$ cat src/rtl/bypass_pkg.sv
package bypass_pkg;

  // Operand source codes seen by the execute-stage muxes
  typedef enum logic [1:0] {
    SEL_REGFILE = 2'b00,
    SEL_WB      = 2'b01,
    SEL_MEM     = 2'b10
  } bypassSel_e;

  // Strobes from the match control to the select datapath, one per operand
  typedef struct packed {
    logic memHit;
    logic wbHit;
  } matchStrobe_t;

endpackage

$ cat src/rtl/bypass_match_ctrl.sv
module bypass_match_ctrl
  import bypass_pkg::*;
#(
  parameter int ADDR_W  = 5,
  parameter int NUM_SRC = 2
) (
  input  logic [NUM_SRC-1:0][ADDR_W-1:0] srcIdx,
  input  logic [ADDR_W-1:0]              memDest,
  input  logic                           memRegWrite,
  input  logic [ADDR_W-1:0]              wbDest,
  input  logic                           wbRegWrite,
  output matchStrobe_t [NUM_SRC-1:0]     strobes
);

  localparam logic [ADDR_W-1:0] ZERO_REG = '0;

  for (genvar g = 0; g < NUM_SRC; g++) begin : gSrc
    matchStrobe_t hit;
    always_comb begin
      hit.memHit = memRegWrite && (srcIdx[g] != ZERO_REG) && (srcIdx[g] == memDest);
      hit.wbHit  = wbRegWrite  && (srcIdx[g] != ZERO_REG) && (srcIdx[g] == wbDest);
    end
    assign strobes[g] = hit;
  end

endmodule

$ cat src/rtl/bypass_sel_dp.sv
module bypass_sel_dp
  import bypass_pkg::*;
#(
  parameter int NUM_SRC = 2
) (
  input  matchStrobe_t [NUM_SRC-1:0] strobes,
  output logic [NUM_SRC-1:0][1:0]    sel
);

  for (genvar g = 0; g < NUM_SRC; g++) begin : gSel
    bypassSel_e pick;
    // youngest definition first
    always_comb begin
      if (strobes[g].memHit)     pick = SEL_MEM;
      else if (strobes[g].wbHit) pick = SEL_WB;
      else                       pick = SEL_REGFILE;
    end
    assign sel[g] = pick;
  end

endmodule

$ cat src/rtl/load_use_detect.sv
module load_use_detect #(
  parameter int ADDR_W  = 5,
  parameter int NUM_SRC = 2
) (
  input  logic [NUM_SRC-1:0][ADDR_W-1:0] decSrc,
  input  logic [NUM_SRC-1:0]             decUse,
  input  logic [ADDR_W-1:0]              exDest,
  input  logic                           exRegWrite,
  input  logic                           exIsLoad,
  output logic                           stall
);

  localparam logic [ADDR_W-1:0] ZERO_REG = '0;

  logic loadInEx;
  logic [NUM_SRC-1:0] srcHit;

  assign loadInEx = exIsLoad && exRegWrite && (exDest != ZERO_REG);

  for (genvar g = 0; g < NUM_SRC; g++) begin : gHit
    assign srcHit[g] = loadInEx && decUse[g] && (decSrc[g] == exDest);
  end

  assign stall = |srcHit;

  // a stall is only ever caused by a real load writing a nonzero register
  always_comb begin
    if (stall) begin
      assert_stall_needs_load_R7: assert (exIsLoad && exRegWrite && exDest != ZERO_REG)
        else $error("stall without a qualifying load in execute");
    end
  end

endmodule

$ cat src/rtl/ex_operand_bypass.sv
module ex_operand_bypass
  import bypass_pkg::*;
#(
  parameter int ADDR_W = 5
) (
  input  logic [ADDR_W-1:0] exRs,
  input  logic [ADDR_W-1:0] exRt,
  input  logic [ADDR_W-1:0] memDest,
  input  logic              memRegWrite,
  input  logic [ADDR_W-1:0] wbDest,
  input  logic              wbRegWrite,
  input  logic [ADDR_W-1:0] idRs,
  input  logic [ADDR_W-1:0] idRt,
  input  logic              idUseRs,
  input  logic              idUseRt,
  input  logic [ADDR_W-1:0] exDest,
  input  logic              exRegWrite,
  input  logic              exIsLoad,
  output logic [1:0]        fwdSelA,
  output logic [1:0]        fwdSelB,
  output logic              loadUseStall
);

  localparam int NUM_SRC = 2;

  logic [NUM_SRC-1:0][ADDR_W-1:0] exSrc;
  logic [NUM_SRC-1:0][ADDR_W-1:0] idSrc;
  logic [NUM_SRC-1:0]             idUse;
  matchStrobe_t [NUM_SRC-1:0]     strobes;
  logic [NUM_SRC-1:0][1:0]        sel;

  assign exSrc = {exRt, exRs};
  assign idSrc = {idRt, idRs};
  assign idUse = {idUseRt, idUseRs};

  bypass_match_ctrl #(.ADDR_W(ADDR_W), .NUM_SRC(NUM_SRC)) i_ctrl (
    .srcIdx      (exSrc),
    .memDest     (memDest),
    .memRegWrite (memRegWrite),
    .wbDest      (wbDest),
    .wbRegWrite  (wbRegWrite),
    .strobes     (strobes)
  );

  bypass_sel_dp #(.NUM_SRC(NUM_SRC)) i_dp (
    .strobes (strobes),
    .sel     (sel)
  );

  load_use_detect #(.ADDR_W(ADDR_W), .NUM_SRC(NUM_SRC)) i_hazard (
    .decSrc     (idSrc),
    .decUse     (idUse),
    .exDest     (exDest),
    .exRegWrite (exRegWrite),
    .exIsLoad   (exIsLoad),
    .stall      (loadUseStall)
  );

  assign fwdSelA = sel[0];
  assign fwdSelB = sel[1];

  // Port-level checks on the operand A select
  always_comb begin
    if (fwdSelA == 2'b10) begin
      assert_mem_fwd_valid_R1: assert (memRegWrite && exRs != '0 && exRs == memDest)
        else $error("operand A memory bypass without a matching writer");
    end
    if (fwdSelA == 2'b01) begin
      assert_wb_fwd_valid_R2: assert (wbRegWrite && exRs != '0 && exRs == wbDest)
        else $error("operand A writeback bypass without a matching writer");
      assert_mem_wins_R4: assert (!(memRegWrite && exRs == memDest))
        else $error("operand A took the older definition");
    end
    if (fwdSelA == 2'b00) begin
      assert_rf_when_no_hit_R3: assert (exRs == '0 ||
          !((memRegWrite && exRs == memDest) || (wbRegWrite && exRs == wbDest)))
        else $error("operand A missed a bypass");
    end
    assert_code_legal_R3: assert (fwdSelA != 2'b11 && fwdSelB != 2'b11)
      else $error("illegal select code");
  end

  // Operand B follows the same rules from its own index
  always_comb begin
    if (fwdSelB == 2'b10) begin
      assert_b_mem_fwd_R5: assert (memRegWrite && exRt != '0 && exRt == memDest)
        else $error("operand B memory bypass without a matching writer");
    end
    if (fwdSelB == 2'b01) begin
      assert_b_wb_fwd_R5: assert (wbRegWrite && exRt != '0 && exRt == wbDest &&
          !(memRegWrite && exRt == memDest))
        else $error("operand B writeback bypass is wrong");
    end
  end

endmodule

$ cat config.mk
export PLATFORM = sky130hd
export DESIGN_NAME = ex_operand_bypass
export DESIGN_NICKNAME = d
export VERILOG_FILES = /design/src/rtl/bypass_pkg.sv /design/src/rtl/bypass_match_ctrl.sv /design/src/rtl/bypass_sel_dp.sv /design/src/rtl/load_use_detect.sv /design/src/rtl/ex_operand_bypass.sv
export SDC_FILE = /design/constraint.sdc
export NUM_CORES = 1
export LEC_CHECK = 0
export BUFFER_PORTS_ARGS = -buffer_cell sky130_fd_sc_hd__buf_4
export CAP_MARGIN = 0
export CORE_AREA = 5 5 42 44
export DETAILED_ROUTE_END_ITERATION = 7
export DIE_AREA = 0 0 47 49
export GPL_TIMING_DRIVEN = 0
export PLACE_DENSITY = 0.76
export SLEW_MARGIN = 10
export SYNTH_ARGS = -nofsm -noshare
export SYNTH_HDL_FRONTEND = slang
export SYNTH_SLANG_ARGS = --single-unit
$ cat constraint.sdc
create_clock -name vclk -period 3.01
set_input_delay 0.301 -clock vclk [all_inputs]
set_output_delay 0.301 -clock vclk [all_outputs]
set_load 0.05 [all_outputs]
---- Yosys cells after proc, flatten, opt, wreduce, memory -nomap -nowiden ----
Cells that the tools add are included.
operators by class
  reductions and logical operators ........ 18
  multiplexer cells ....................... 4
  equal/unequal tests ..................... 6
operator list
  cell                count
  == test 5 bit       6
  nonzero test 5 bit  3
  logical AND 1 bit   14
  2-to-1 mux 2 bit    2
  2-to-1 mux 1 bit    2
  OR reduction 2 bit  1
word-level totals
  input port bits ......................... 41
  register bits ........................... 0
  output and inout port bits .............. 5
  logic and storage cells ................. 28

---- Longest topological paths before layout ----
  word-level depth ........................ 5
  mapped depth ............................ 4
  depth with buffers taken out ............ 4

---- Modules after synthesis ----
Synthesis repeated with hierarchy kept, for this count alone.
unflattened totals
  cell total of the unflattened synthesis .. 53
  area total of the unflattened synthesis .. 425.4 um2
modules (own cells, without submodules)
  module             cells each  area an instance (um2)  instances
  bypass_match_ctrl  32          247.7                   1
  load_use_detect    17          135.1                   1
  bypass_sel_dp      4           42.5                    1

---- Worst setup path after synthesis ----
OpenSTA, ideal clock, no wires.
  path kind ............................... input port to output port
  start ................................... in exRs[1]
  end ..................................... out fwdSelA[0]
  arrival time ............................ 2.082 ns
  path slack .............................. 0.627 ns
  cell stages on the path ................. 4
  path buffers ............................ 0
  cells stage by stage .................... or4_4 -> nor2_4 -> nor4_2 -> nor4_2
on the way
  word-level cells in the longest chain between the ends .. 5
  elaborated cells on any way between the ends .. 9
  those cells by class .................... 2 x eq/ne; 2 x mux; 5 x reduce/logical
RTL lines
  item                            line                                              text
  start: declaration              ex_operand_bypass.sv:6                            input logic [ADDR_W-1:0] exRs,
  nonzero test 5 bit              bypass_match_ctrl.sv:20, bypass_match_ctrl.sv:21
  logical AND 1 bit (2 in a row)  bypass_match_ctrl.sv:21                           hit.wbHit = wbRegWrite && (srcIdx[g] != ZERO_REG) && (srcIdx[g] == wbDest);
  2-to-1 mux 1 bit                bypass_sel_dp.sv:15                               else if (strobes[g].wbHit) pick = SEL_WB;
  2-to-1 mux 2 bit (*)            bypass_sel_dp.sv:14                               if (strobes[g].memHit) pick = SEL_MEM;
  end: declaration                ex_operand_bypass.sv:19                           output logic [1:0] fwdSelA,
Every way passes the cells marked *; elsewhere a longest branch is shown, timed or not.

---- Worst setup path in the final report ----
Ends and elaborated chain as after synthesis.

==> impl_summary.txt <==
----------------------------------------------------
[Routing]
  Number of vias in the routed layout ... around 560
  Router iterations before antenna repair ... 1
  Remaining DRCs ... 0
  Number of design-rule violations left by the first detailed-router iteration ... 0
  Antenna-violating nets left ... 0
  Total length of routed wires ... 1.45 mm
  Routed vias/inst ... 4.93
  Wire length per cell after detailed routing ... approximately 13 um

[Setup path]
  Worst path arrival time ... ~1600 ps
  Category of the most critical setup path ... in2out
  Crit Path Max Fanout ... 3
  Endpoint type of the worst setup path ... output pin
  Required time of the critical path ... ~2700 ps
  Nature of the critical path startpoint ... input port

[STA]
  Hold violation total from the final report ... 0
  Number of max-slew violations in the final report ... 0
  Fin crit share ... ~64%
  Actual slew at the worst max-slew pin ... 287 ps
  Finish-stage setup viols ... 0
  Headroom to the max-slew limit ... approximately 80%
  Shortest period the worst path allows ... 1920 ps
  Max Fclk ... slightly above 500 MHz
  Setup total negative slack ... 0 ps
  Unrepaired setup endpoints after global routing ... no

[Floorplan]
  Overall die area ... around 2300 um^2
  Count of boundary I/O pins ... 46
  Core Footprint ... roughly 1400 um^2
  Num rows ... 14
  Die Y-Extent ... 49 um
  Width of the chip ... approximately 47 um
  Initial Utilization ... 30.9%

[Power and ir drop]
  Fraction of power consumed by the clock network ... 0%
  Leakage power ... roughly 0.34 nW
  Flop pwr share ... 0%
  Worst supply voltage drop on vdd ... between 60 and 70 uV
  Net switching component of the power ... 0.0434 mW
  Power per standard cell area ... 133 nW/um^2
  Total Power ... between 0.1 and 0.15 mW
  Combinational cell fraction of total power ... 100.0%
  Internal ... a little over 0.06 mW
  Switching part of the total ... 41.0%

[Placed design]
  Port Buffer Count ... between 40 and 50
  HPWL after DPL ... ~1.4 mm
  Final weighted congestion in routability-driven placement ... roughly 0.8
  Placement Cell Area ... around 800 um^2

[GRT]
  Global router's overall resource usage ... approximately an eighth
  Number of antenna violations at the first check in global routing ... 0
  Global-route wire length before repair ... roughly 2.3 mm
  Sum of overflow across all layers after global routing ... 0
  Largest net degree at the start of global routing ... 4
  Number of global-route vias before repair ... roughly 630

[Yosys]
  Distinct cell type count after synthesis ... 12
  Number of nets in the synthesized netlist ... around 90
  Fraction of post-synthesis cell area in the top cell type by area ... a little over a third
  Post-synth design cell area ... around 430 um^2
  Mean instance size in the synthesized netlist ... 8.49 um^2
  Most area-hungry cell type in the Yosys netlist ... xnor2_1
  Fraction of the yosys area taken by sequential cells ... 0%
  Count of mapped cells out of synthesis ... 51
  Most repeated cell in the gate-level netlist after synthesis ... xnor2_1
  Top cells by area in the synthesized netlist ... xnor2_1 (36%), xor2_1 (24%), nor4_2 (12%), nand4_1 (5.8%), nor2_4 (5.2%)
  Top cells by instance count after synthesis ... xnor2_1 (18), xor2_1 (12), nand4_1 (4), nor4_2 (4)
  Total of warnings raised by yosys ... 0

[Finish]
  Area delta synth->final ... 84.4%
  Fraction of final layout cells with drive strength greater than 1 ... 55.7%
  Count of inserted antenna diode cells ... 0
  Clock buf count ... 0
  Final Net Count ... 140
  Non-Filler Cell Area, Final ... 798 um^2
  Register cell area after layout ... 0 um^2
  Count of flip-flops and latches ... 0

[Status]
  Result of the run ... finished clean

[Worst hold path]
  Type of the most critical hold path ... in2out

[Clock tree]
  Number of hold buffers added after CTS ... 0
  Number of setup buffers added after CTS ... 0
  # resized after CTS ... 0

[Job]
  Max-capacitance violation count ... 0

----------------------------------------------------
[stage by stage]
stage               std cells  worst slack [ps]  hold slack (ps)  utilization, %
floorplan                  51               627              772               -
global placement          113              1090             1000            57.0
detailed placement        113              1070             1010            57.0
CTS                       113              1070             1010            57.0
global route              113               982             1030            57.0
finish                    113              1090             1000            57.0
[layout by cell type, fill, tap and decap left out]
cell type and count:
or4_1 1, or4_4 2, xor2_1 12, nand3_1 2, o211ai_1 1, buf_4 46, nor4_1 2, xnor2_1 18
nor4_2 4, nand2_1 2, a21oi_1 1, nor2_4 2, nand4_1 4
[final cells by class]
cell class | count | area (um^2)
fillers | 141 | 603
well taps | 16 | 20.0
multi-input cells | 51 | 433
repair buffers | 46 | 345
[power by group through the flow]
stage | Combinational, mW | Sequential [mW] | Clock [mW]
after global routing | 0.115 | 0 | 0
after global placement | 0.105 | 0 | 0
after detailed placement | 0.107 | 0 | 0
after CTS | 0.107 | 0 | 0
final | 0.106 | 0 | 0
after floorplan | 0.0443 | 0 | 0
[routing by layer]
layer	wire length, um	vias to the layer above	global-route usage, %
met5	0	-	0
met4	0	0	0
met3	267	0	3.69
met2	743	40	26.5
met1	433	241	11.1
li1	-	276	-
[logic make-up after synthesis]
group | count (synthesis) | synth area share (%)
AO/OA/AOI/OAI | 2 | 2.89
AND/OR/NAND/NOR | 19 | 36.4
XOR/XNOR | 30 | 60.7
[final timing paths]
check       start          to  slack [ps]  cells after the start
max       exRs[1]  fwdSelA[0]        1090                      6
min    wbRegWrite  fwdSelA[0]        1000                      4
[worst max-delay path: stages]
cell and delay (ps):
buf_4 120, or4_4 540, nor2_4 110, nor4_2 60
nor4_2 240, buf_4 230
Note: power is estimated with default switching activity, not from simulation.
